**src/rtl/ivc_pkg.sv**
```systemverilog
package ivc_pkg;
  localparam int NCH   = 2;
  localparam int VEC_W = 8;
  localparam int PND_W = 3 * NCH;

  localparam logic [1:0] K_NONE = 2'd0;
  localparam logic [1:0] K_TX   = 2'd1;
  localparam logic [1:0] K_RX   = 2'd2;

  typedef struct packed {
    logic rx_int;
    logic tx_int;
    logic rx_svc;
    logic tx_svc;
    logic rx_av;
    logic brk;
  } chan_t;

  typedef struct packed {
    chan_t [NCH-1:0]   ch;
    logic [VEC_W-1:0]  vec;
    logic [PND_W-1:0]  pend;
  } ctl_t;

  function automatic logic [VEC_W-1:0] vec_code(input logic is_a,
                                                input logic [1:0] kind,
                                                input logic hi);
    logic [VEC_W-1:0] v;
    case ({hi, is_a, kind})
      {1'b0, 1'b1, K_RX}: v = 8'h0C;
      {1'b0, 1'b1, K_TX}: v = 8'h08;
      {1'b0, 1'b0, K_RX}: v = 8'h04;
      {1'b1, 1'b1, K_RX}: v = 8'h30;
      {1'b1, 1'b1, K_TX}: v = 8'h10;
      {1'b1, 1'b0, K_RX}: v = 8'h20;
      default: v = (kind == K_NONE) ? (hi ? 8'h60 : 8'h06) : 8'h00;
    endcase
    return v;
  endfunction

  function automatic ctl_t post_rx(input ctl_t s, input int c, input logic hi);
    ctl_t r = s;
    r.ch[c].rx_int   = 1'b1;
    r.ch[c].rx_svc   = 1'b1;
    r.pend[3*c+2]    = 1'b1;
    r.vec            = vec_code(c == 1, K_RX, hi);
    return r;
  endfunction

  function automatic ctl_t post_tx(input ctl_t s, input int c, input logic hi,
                                   input logic ie);
    ctl_t r = s;
    r.ch[c].tx_int = 1'b1;
    if (!r.ch[c].rx_svc) begin
      r.ch[c].tx_svc = 1'b1;
      if (ie) r.pend[3*c+1] = 1'b1;
      r.vec = vec_code(c == 1, K_TX, hi);
    end
    return r;
  endfunction

  function automatic ctl_t drop_rx(input ctl_t s, input int c, input logic hi,
                                   input logic ie);
    ctl_t r = s;
    r.ch[c].rx_int = 1'b0;
    r.ch[c].rx_svc = 1'b0;
    r.pend[3*c+2]  = 1'b0;
    r.vec          = vec_code(c == 1, K_NONE, hi);
    if (r.ch[c].tx_int) r = post_tx(r, c, hi, ie);
    return r;
  endfunction

  function automatic ctl_t drop_tx(input ctl_t s, input int c, input logic hi);
    ctl_t r = s;
    r.ch[c].tx_int = 1'b0;
    r.ch[c].tx_svc = 1'b0;
    r.pend[3*c+1]  = 1'b0;
    r.vec          = vec_code(c == 1, K_NONE, hi);
    if (r.ch[c].rx_int) r = post_rx(r, c, hi);
    return r;
  endfunction

  function automatic ctl_t svc_done(input ctl_t s, input int c, input logic hi,
                                    input logic ie);
    ctl_t r = s;
    if (r.ch[c].rx_svc) begin
      r.ch[c].rx_svc = 1'b0;
      if (r.ch[c].tx_int) r = post_tx(r, c, hi, ie);
    end else if (r.ch[c].tx_svc) begin
      r.ch[c].tx_svc = 1'b0;
    end
    return r;
  endfunction

  function automatic logic chan_req(input chan_t ch, input logic tie,
                                    input logic [1:0] rmode, input logic bie);
    return (tie && ch.tx_int) ||
           ((rmode == 2'b01 || rmode == 2'b10) && ch.rx_int) ||
           (bie && ch.brk);
  endfunction
endpackage

```
**src/rtl/ivc_seq.sv**
```systemverilog
module ivc_seq
  import ivc_pkg::*;
(
  input  ctl_t           cur,
  input  logic [NCH-1:0] rx_byte,
  input  logic [NCH-1:0] brk_evt,
  input  logic [NCH-1:0] data_rd,
  input  logic [NCH-1:0] data_wr,
  input  logic [NCH-1:0] clr_tx_cmd,
  input  logic [NCH-1:0] rst_ius_cmd,
  input  logic [NCH-1:0] tx_ie,
  input  logic           stat_hi,
  output ctl_t           nxt
);
  always_comb begin
    ctl_t s;
    s = cur;
    for (int c = NCH-1; c >= 0; c--)
      if (data_rd[c]) begin
        s.ch[c].rx_av = 1'b0;
        s = drop_rx(s, c, stat_hi, tx_ie[c]);
      end
    for (int c = NCH-1; c >= 0; c--) begin
      if (rx_byte[c]) begin
        s.ch[c].rx_av = 1'b1;
        s = post_rx(s, c, stat_hi);
      end
      if (brk_evt[c]) s.ch[c].brk = 1'b1;
    end
    for (int c = NCH-1; c >= 0; c--)
      if (clr_tx_cmd[c]) s = drop_tx(s, c, stat_hi);
    for (int c = NCH-1; c >= 0; c--)
      if (data_wr[c]) begin
        s.ch[c].tx_int = 1'b0;
        s = post_tx(s, c, stat_hi, tx_ie[c]);
      end
    for (int c = NCH-1; c >= 0; c--)
      if (rst_ius_cmd[c]) s = svc_done(s, c, stat_hi, tx_ie[c]);
    nxt = s;
  end
endmodule

```
**src/rtl/ivc_irq.sv**
```systemverilog
module ivc_irq
  import ivc_pkg::*;
(
  input  logic             clk,
  input  logic             rst_n,
  input  chan_t [NCH-1:0]  ch_nxt,
  input  logic [NCH-1:0]   tx_ie,
  input  logic [2*NCH-1:0] rx_mode,
  input  logic [NCH-1:0]   brk_ie,
  output logic             irq
);
  logic [NCH-1:0] req;

  for (genvar c = 0; c < NCH; c++) begin : g_req
    assign req[c] = chan_req(ch_nxt[c], tx_ie[c], rx_mode[2*c +: 2], brk_ie[c]);
  end

  always_ff @(posedge clk or negedge rst_n)
    if (!rst_n) irq <= 1'b0;
    else        irq <= |req;

  logic all_masked;
  assign all_masked = ~|tx_ie && ~|brk_ie &&
                      (rx_mode[1:0] == 2'b00 || rx_mode[1:0] == 2'b11) &&
                      (rx_mode[3:2] == 2'b00 || rx_mode[3:2] == 2'b11);

  a_r8_masked_quiet: assert property (@(posedge clk) disable iff (!rst_n)
    all_masked |=> !irq);
endmodule

```
**src/rtl/intvec_ctl.sv**
```systemverilog
module intvec_ctl
  import ivc_pkg::*;
(
  input  logic       clk,
  input  logic       rst_n,
  input  logic [1:0] rx_byte,
  input  logic [1:0] brk_evt,
  input  logic [1:0] data_rd,
  input  logic [1:0] data_wr,
  input  logic [1:0] clr_tx_cmd,
  input  logic [1:0] rst_ius_cmd,
  input  logic [1:0] tx_ie,
  input  logic [3:0] rx_mode,
  input  logic [1:0] brk_ie,
  input  logic       stat_hi,
  output logic       irq,
  output logic [7:0] vector,
  output logic [5:0] pending,
  output logic [1:0] rx_avail,
  output logic [1:0] brk_stat
);
  ctl_t ctl_q, ctl_d;

  ivc_seq u_seq (
    .cur(ctl_q), .rx_byte(rx_byte), .brk_evt(brk_evt), .data_rd(data_rd),
    .data_wr(data_wr), .clr_tx_cmd(clr_tx_cmd), .rst_ius_cmd(rst_ius_cmd),
    .tx_ie(tx_ie), .stat_hi(stat_hi), .nxt(ctl_d)
  );

  always_ff @(posedge clk or negedge rst_n)
    if (!rst_n) ctl_q <= '0;
    else        ctl_q <= ctl_d;

  ivc_irq u_irq (
    .clk(clk), .rst_n(rst_n), .ch_nxt(ctl_d.ch), .tx_ie(tx_ie),
    .rx_mode(rx_mode), .brk_ie(brk_ie), .irq(irq)
  );

  assign vector  = ctl_q.vec;
  assign pending = ctl_q.pend;

  logic [1:0] rx_svc_q;
  logic [5:0] strobe_cnt;
  for (genvar c = 0; c < NCH; c++) begin : g_out
    assign rx_avail[c] = ctl_q.ch[c].rx_av;
    assign brk_stat[c] = ctl_q.ch[c].brk;
    assign rx_svc_q[c] = ctl_q.ch[c].rx_svc;
  end
  assign strobe_cnt = 6'($countones({rx_byte, brk_evt, data_rd, data_wr,
                                     clr_tx_cmd, rst_ius_cmd}));

  for (genvar c = 0; c < NCH; c++) begin : g_chk
    a_r2_rx_sets_avail: assert property (@(posedge clk) disable iff (!rst_n)
      rx_byte[c] |=> rx_avail[c]);
    a_r5_read_clears: assert property (@(posedge clk) disable iff (!rst_n)
      data_rd[c] && !rx_byte[c] |=> !rx_avail[c]);
    a_r10_brk_sticky: assert property (@(posedge clk) disable iff (!rst_n)
      brk_stat[c] |=> brk_stat[c]);
    a_r4_tx_held: assert property (@(posedge clk) disable iff (!rst_n)
      data_wr[c] && rx_svc_q[c] && strobe_cnt == 6'd1 |=> $stable(vector) && $stable(pending));
    a_r6_clr_tx_bit: assert property (@(posedge clk) disable iff (!rst_n)
      clr_tx_cmd[c] && strobe_cnt == 6'd1 |=> !pending[3*c+1]);
  end

  a_r10_ext_bits_zero: assert property (@(posedge clk) disable iff (!rst_n)
    data_wr != 2'b00 |=> pending[0] == 1'b0 && pending[3] == 1'b0);
endmodule

```
**config.mk**
```make
export PLATFORM = sky130hd
export DESIGN_NAME = intvec_ctl
export DESIGN_NICKNAME = d
export VERILOG_FILES = /design/src/rtl/ivc_pkg.sv /design/src/rtl/ivc_seq.sv /design/src/rtl/ivc_irq.sv /design/src/rtl/intvec_ctl.sv
export SDC_FILE = /design/constraint.sdc
export NUM_CORES = 1
export LEC_CHECK = 0
export BUFFER_PORTS_ARGS = -buffer_cell sky130_fd_sc_hd__buf_2
export CORE_ASPECT_RATIO = 0.5
export CORE_MARGIN = 10
export CORE_UTILIZATION = 52
export DETAILED_ROUTE_END_ITERATION = 10
export GPL_ROUTABILITY_DRIVEN = 0
export HOLD_SLACK_MARGIN = 0.06
export PLACE_DENSITY = 0.84
export REMOVE_ABC_BUFFERS = 1
export SETUP_SLACK_MARGIN = 0.05
export SYNTH_ARGS = -nofsm -noshare
export SYNTH_HDL_FRONTEND = slang
export SYNTH_HIERARCHICAL = 1
export SYNTH_SLANG_ARGS = --single-unit
export TNS_END_PERCENT = 1
```
**constraint.sdc**
```tcl
create_clock -name clk -period 2.7 [get_ports clk]
set_clock_uncertainty 0.15 [all_clocks]
set_input_delay 0.405 -clock clk [delete_from_list [all_inputs] [get_ports clk]]
set_output_delay 0.405 -clock clk [all_outputs]
set_load 0.005 [all_outputs]
```
Word-level counts from Yosys, hierarchy flattened
Index checks and enable logic that the tools add are counted.
Word-level totals
  flip-flop bits (word level): 27
  bits of input ports: 23
  output and inout bits: 19
  word-level logic and storage cells: 73
Operators by class
  eq/ne operators: 4
  mux-type cells: 40
  bitwise logic cells: 1
  reduce and logical (&&, ||, !) cells: 13
Operators by type and width (count)
  two-way mux 26 bit: 4
  two-way mux 25 bit: 4
  two-way mux 20 bit: 4
  two-way mux 19 bit: 4
  one-hot mux 8 bit (2 select lines): 3
  two-way mux 22 bit: 1
  two-way mux 16 bit: 1
  two-way mux 8 bit: 2
  two-way mux 1 bit: 14
  two-way mux 7 bit: 1
  logical AND 1 bit: 6
  logical OR 1 bit: 6
  == test 2 x 1 -> 1 bit (second input constant): 2
  == test 2 bit (second input constant): 2
  two-way mux 2 bit: 2
  OR reduction 2 bit: 1
  NOT 1 bit: 1

Logic depth before layout (Yosys ltp)
Gate-level depths: netlist (run 1).
  depth after elaboration: 32
  gate-level depth with buffers: 7
  mapped depth without buffers: 5

By module
Netlist (run 1), hierarchy kept.
Modules (own cells, without submodules)
  intvec_ctl: times used 1, cells an instance 44, area an instance 785.8 µm², sequential area each 650.6 µm²
  ivc_seq: times used 1, cells an instance 103, area an instance 646.9 µm², sequential area each 0.0 µm²
  ivc_irq: times used 1, cells an instance 7, area an instance 70.1 µm², sequential area each 25.0 µm²

Least setup slack after synthesis (run 1)
Ideal clock, no wire load.
  kind: input to register
  from: input port clr_tx_cmd[0]
  to: register ctl_q (netlist bit vector[3])
  library setup time: 0.095 ns
  arrival time: 1.772 ns
  required time: 2.455 ns
  slack: 0.683 ns
  cell stages on the path: 7
  path buffers: 2
  cell sequence: buf_6 > a21o_1 > a21o_1 > a31o_2 > or3_4 > buf_6 > o32ai_2
RTL lines
  start, declared: line intvec_ctl.sv:10  | input logic [1:0] clr_tx_cmd,
  end signal, assigned: line intvec_ctl.sv:32  | else ctl_q <= ctl_d;
  end, declared: line intvec_ctl.sv:22  | ctl_t ctl_q, ctl_d;

==> run metrics, run 1 <==
die area ~5300 um2; # IOs 42; Iter 0 DRT Violations ~120; CTS tree built; LEAKAGE between 0.7 and 0.8 nW; critical path depth 5; CP startpoint kind register; Critical Path End Type register; CP delay by family, top compound AO/OA/AOI/OAI gates; Residual DRC 0; Worst EP required approximately 2.7 ns; Yosys Warn Count 6; CTS Buf Count 3; critical path's slowest cell or4b_1; WHS Path Cells 2; fmax 484 MHz; diode count 0; worst flop-to-flop path startpoint vector[4]; final number of setup-violating endpoints 0; final core occ 58.8%; port bufs ~40; largest net degree at the start of global routing 26; Slew Viols, Final 0; worst setup path class register to register; all-layer global routing usage roughly 12%; Post-Syn Instances 144; post-DR wirelength/cell 16.7 um; R2R cell count 5; final WL between 3000 and 4000 um; slew at the pin closest to its max-slew limit approximately 0.55 ns; Tmin final between 2 and 2.5 ns; switching power total roughly 0.00022 W; Vias between 1000 and 1500; Mapped Area 1400 um2; RR Endpoint vector[4]; layout net count 188; H-tree depth 1; Inst Count DP about 200; count of final hold-check violations 0; DIE WIDTH between 90 and 100 um; worst skew pair latency approximately 0.27 ns; Pint about 0.00056 W; post-CTS sizing 0; Initial Util a little over half; Root Driver clkbuf_8; Buf/Inv on CP 0; DPL Wire Length about 2500 um; Comb power frac 18.6%; area of the core ~2600 um2; FILL cells ~220; CP Max Fanout 2; status finished, final reports clean; syn_area_per_cell ~10 um2; maximum vdd drop 0.000214 V; RSZ-0062 raised after global routing no; worst hold path class primary input to register; Switching Share 27.7%; initial antenna violation count 0; Die Y about 57 um; iteration count of the initial detailed-routing pass 4; Bufs on Longest Clock Path 2; Worst Path Arrival 2.07 ns; FP Rows 13; Power Density between 500 and 600 nW/um2; period utilization ~76%; relative slew slack 63.1%; setup slack, reg-to-reg between 0.6 and 0.7 ns; grt ovf 0; first-pass GRT wire length ~5300 um; Final ANT Viol Nets 0; Worst Setup EP vector[4]; final std cells w/o fill roughly 200; Sequential Power Share 52.7%; area growth from synthesis to layout 8.47%; vias per cell approximately 5.7; register clock-pin slew on the reported worst setup and hold paths around 0.09 ns; ratio of cells with drive above 1 in the final layout between 30% and 40%; Clk pwr share about 29%; vias in the first global route 1085; CP cell instances or4b_1 -> a311o_1 -> o22ai_1 -> a22oi_1 -> o31ai_1; MaxCap Viol Count 0; largest stage delay on the critical path 0.45 ns; CP startpoint vector[4]; CTS sink cnt 25; Setup TNS 0 ns
layer usage:
metal | vias up | track usage (%) | wire, um
met5 | - | 0 | 0
li1 | 536 | - | -
met3 | 4 | 3.97 | 287
met4 | 0 | 4.59 | 46
met1 | 551 | 14.5 | 1340
met2 | 55 | 20.7 | 1670
state kept, by name, indices dropped and copies added (netlist names):
signal / flops
ctl_q: 6
pending: 6
u_irq/irq: 1
rx_avail: 2
brk_stat: 2
vector: 8
layout make-up:
cell class,count,area [um2],share of cell area (%)
clock buffer,3,41.3,2.71
clock inverter,1,5.00,0.329
inverter,9,36.3,2.38
multi-input combinational,83,544,35.8
sequential,25,626,41.1
tap,37,46.3,3.04
timing repair buffer,43,223,14.6
through the flow:
stage | worst slack (ns) | cell area [um2] | hold WS [ns] | total power (W)
floorplan | 0.851 | 1210 | -0.0406 | 0.000486
global placement | 0.522 | 1470 | 0.210 | 0.000555
detailed placement | 0.515 | 1470 | 0.210 | 0.000558
CTS | 0.691 | 1520 | 0.137 | 0.000782
global route | 0.601 | 1520 | 0.137 | 0.000816
finish | 0.635 | 1520 | 0.144 | 0.000776
worst min-delay path by stage:
stage                        endpoint           start  slack [ns]
after floorplan           brk_stat[0]           rst_n       -0.04
after global placement     pending[0]      pending[0]        0.21
after detailed placement   pending[3]      pending[3]        0.21
after CTS                   ctl_q[23]  rst_ius_cmd[1]        0.14
after global routing        ctl_q[23]  rst_ius_cmd[1]        0.14
final                       ctl_q[23]  rst_ius_cmd[1]        0.14
power by group through the flow:
stage	sequential (W)	clock [W]	combinational, W
floorplan	0.000415	0	0.0000712
global placement	0.000416	0	0.000139
detailed placement	0.000416	0	0.000142
CTS	0.000409	0.000229	0.000144
global route	0.000412	0.000245	0.000159
finish	0.000409	0.000222	0.000145
cell usage in the layout (no fill, tap or decap), types with 2 or more instances in the layout:
cell      count
a21o_1        8
a21oi_1       7
a221oi_1      2
a22oi_1       6
a31oi_1       4
buf_2        41
clkbuf_8      3
dfrtp_1      25
inv_1         8
nand2_1       9
nand2b_1      2
nand3_1       4
nor2_1        7
nor2b_1       2
nor4_1        3
o21ai_0       6
o22ai_1       2
o31ai_1       2
or2_2         2
xor2_1        2
timing repair:
action | in CTS | in global routing
hold buffers | 1 | 0
endpoints found under the hold margin | 25 | 0
setup buffers | 0 | 0
No activity file was read; power rests on OpenSTA's default activity.
==> run 2: changes to the inputs <==
==> constraint.sdc (replaced) <==
create_clock -name clk -period 2.13 [get_ports clk]
set_clock_uncertainty 0.15 [all_clocks]
set_input_delay 0.3195 -clock clk [delete_from_list [all_inputs] [get_ports clk]]
set_output_delay 0.3195 -clock clk [all_outputs]
set_load 0.005 [all_outputs]
==> run metrics, run 2 (synthesis results as in run 1) <==
DPL Wire Length 2610 um (was 2510 um); first-pass GRT wire length 5550 um (was 5350 um); count of final hold-check violations 0 (unchanged); grt ovf 0 (unchanged); diode count 0 (unchanged); largest net degree at the start of global routing 26 (unchanged); FP Rows 13 (unchanged); MaxCap Viol Count 0 (unchanged); port bufs 41 (unchanged); area growth from synthesis to layout 10.7% (was 8.47%); ratio of cells with drive above 1 in the final layout 33.9% (was 33.5%); layout net count 192 (was 188); Critical Path End Type register (unchanged); met1 Resource Use GR 15.2% (was 14.5%); final WL 3480 um (was 3350 um); final instance area 1550 um2 (was 1520 um2); Setup TNS 0 ns (unchanged); Final ANT Viol Nets 0 (unchanged); CP startpoint kind register (unchanged); Iter 0 DRT Violations 89 (was 115); Initial Util 54.2% (unchanged); # IOs 42 (unchanged); CTS Buf Count 3 (unchanged); max reg flops 8 (unchanged); met3 Usage GRT 3.84% (was 3.97%); Root Driver clkbuf_8 (unchanged); CP Max Fanout 2 (unchanged); H-tree depth 1 (unchanged); CTS tree built (unchanged); vias per cell 5.76 (was 5.70); worst setup path class register to register (unchanged); commonest non-fill, non-tap cell in the layout buf_2 (unchanged); RSZ-0062 raised after global routing no (unchanged); Worst Path Arrival 1.98 ns (was 2.07 ns); area of the core 2590 um2 (unchanged); LEAKAGE 0.734 nW (was 0.719 nW); relative slew slack 63.4% (was 63.1%); largest stage delay on the critical path 0.45 ns (about the same); placed instance area 1490 um2 (was 1470 um2); die area 5300 um2 (unchanged); worst skew pair latency 0.27 ns (about the same); CTS sink cnt 25 (unchanged); critical path's slowest cell or4b_1 (unchanged); GRT busiest layer met2 (unchanged); register clock-pin slew on the reported worst setup and hold paths 0.09 ns (about the same); slew at the pin closest to its max-slew limit 0.549 ns (was 0.554 ns); Worst EP required 2.15 ns (was 2.71 ns); fmax 511 MHz (was 484 MHz); period utilization 91.8% (was 76.5%); post-CTS sizing 0 (unchanged); WHS Path Cells 2 (unchanged); DIE WIDTH 93.4 um (unchanged); CP cell instances or4b_1 -> a311o_1 -> o22ai_1 -> a22oi_1 -> o31ai_1 (unchanged); vias in the first global route 1127 (was 1085); initial antenna violation count 0 (unchanged); status finished, final reports clean (unchanged); Tmin final 1.96 ns (was 2.06 ns); Vias 1180 (was 1146); worst hold path class primary input to register (unchanged); FILL cells 215 (was 222); Slew Viols, Final 0 (unchanged); iteration count of the initial detailed-routing pass 5 (was 4); final number of setup-violating endpoints 0 (unchanged); maximum vdd drop 0.000379 V (was 0.000214 V); # Post-CTS Setup Buffers 0 (unchanged); met2 Usage GRT 21.6% (was 20.7%); all-layer global routing usage 12.8% (was 12.4%); hold_buf cts 2 (was 1); R2R cell count 5 (unchanged); post-DR wirelength/cell 17.0 um (was 16.7 um); Power Density 639 nW/um2 (was 510 nW/um2); Residual DRC 0 (unchanged); commonest non-fill, non-tap cells in the layout buf_2 (41), dfrtp_1 (25), nand2_1 (9), inv_1 (8), a21o_1 (8) (unchanged); Bufs on Longest Clock Path 2 (unchanged); Die Y 56.7 um (unchanged)
==> run 2: cell types whose count changed in the layout (fill, tap and decap cells not counted), sizes merged <==
cell and delta:
buf +3, clkbuf +1, dlygate4sd3 +1, clkinv -1
==> run 2: layout make-up <==
class	count	area (um2)	area share, %
flip-flops and latches	25	626	40.3
multi-input cells	83	544	35.1
repair buffers	47	255	16.4
well taps	37	46.3	2.98
clock buffers	4	45.0	2.90
inverters	9	36.3	2.34
==> run 2: stage by stage <==
| step | std cells | setup WS [ns] | power [W] | hold slack [ns] | utilization, % |
|---|---|---|---|---|---|
| 6_report | 205 | 0.174 | 0.000992 | 0.0912 | 60.0 |
| 5_1_grt | 205 | 0.0726 | 0.00104 | 0.0875 | 60.0 |
| 4_1_cts | 205 | 0.195 | 0.000991 | 0.0870 | 60.0 |
| 3_5_place_dp | 199 | 0.104 | 0.000712 | 0.188 | 57.5 |
| 3_3_place_gp | 199 | 0.150 | 0.000707 | 0.184 | 57.5 |
| 2_1_floorplan | 117 | 0.308 | 0.000617 | -0.126 | - |
==> run 2: worst max-delay path, delay by kind of cell (launching register included) <==
kind	cells	cell delay (ns)
DFF	1	0.37
and+or+nand+nor	1	0.45
AOI/OAI and AO/OA	4	0.89
==> run 2: path summary, 6_finish.rpt <==
kind                           startpoint          to  slack [ns]
max in group asynchronous           rst_n  pending[0]        1.04
hold reg to reg                pending[0]  pending[0]        0.22
setup reg to reg                vector[4]   vector[4]        0.17
min in group asynchronous           rst_n   vector[4]        0.43
setup / recovery                vector[4]   vector[4]        0.17
hold / removal             rst_ius_cmd[0]   ctl_q[17]        0.09
==> run 2: layer usage <==
metal	routed length, um	vias up	part of all wire (%)
met1	1410	574	40
li1	-	540	-
met3	252	10	7.2
met4	57	0	1.6
met5	0	-	0
met2	1760	56	51
==> run 2: power by group <==
part | switching (W) | leakage [nW] | internal [W]
Combinational | 0.000108 | 0.414 | 0.0000835
Clock | 0.000148 | 0.0228 | 0.000134
Sequential | 0.0000169 | 0.297 | 0.000501
Total | 0.000273 | 0.734 | 0.000719
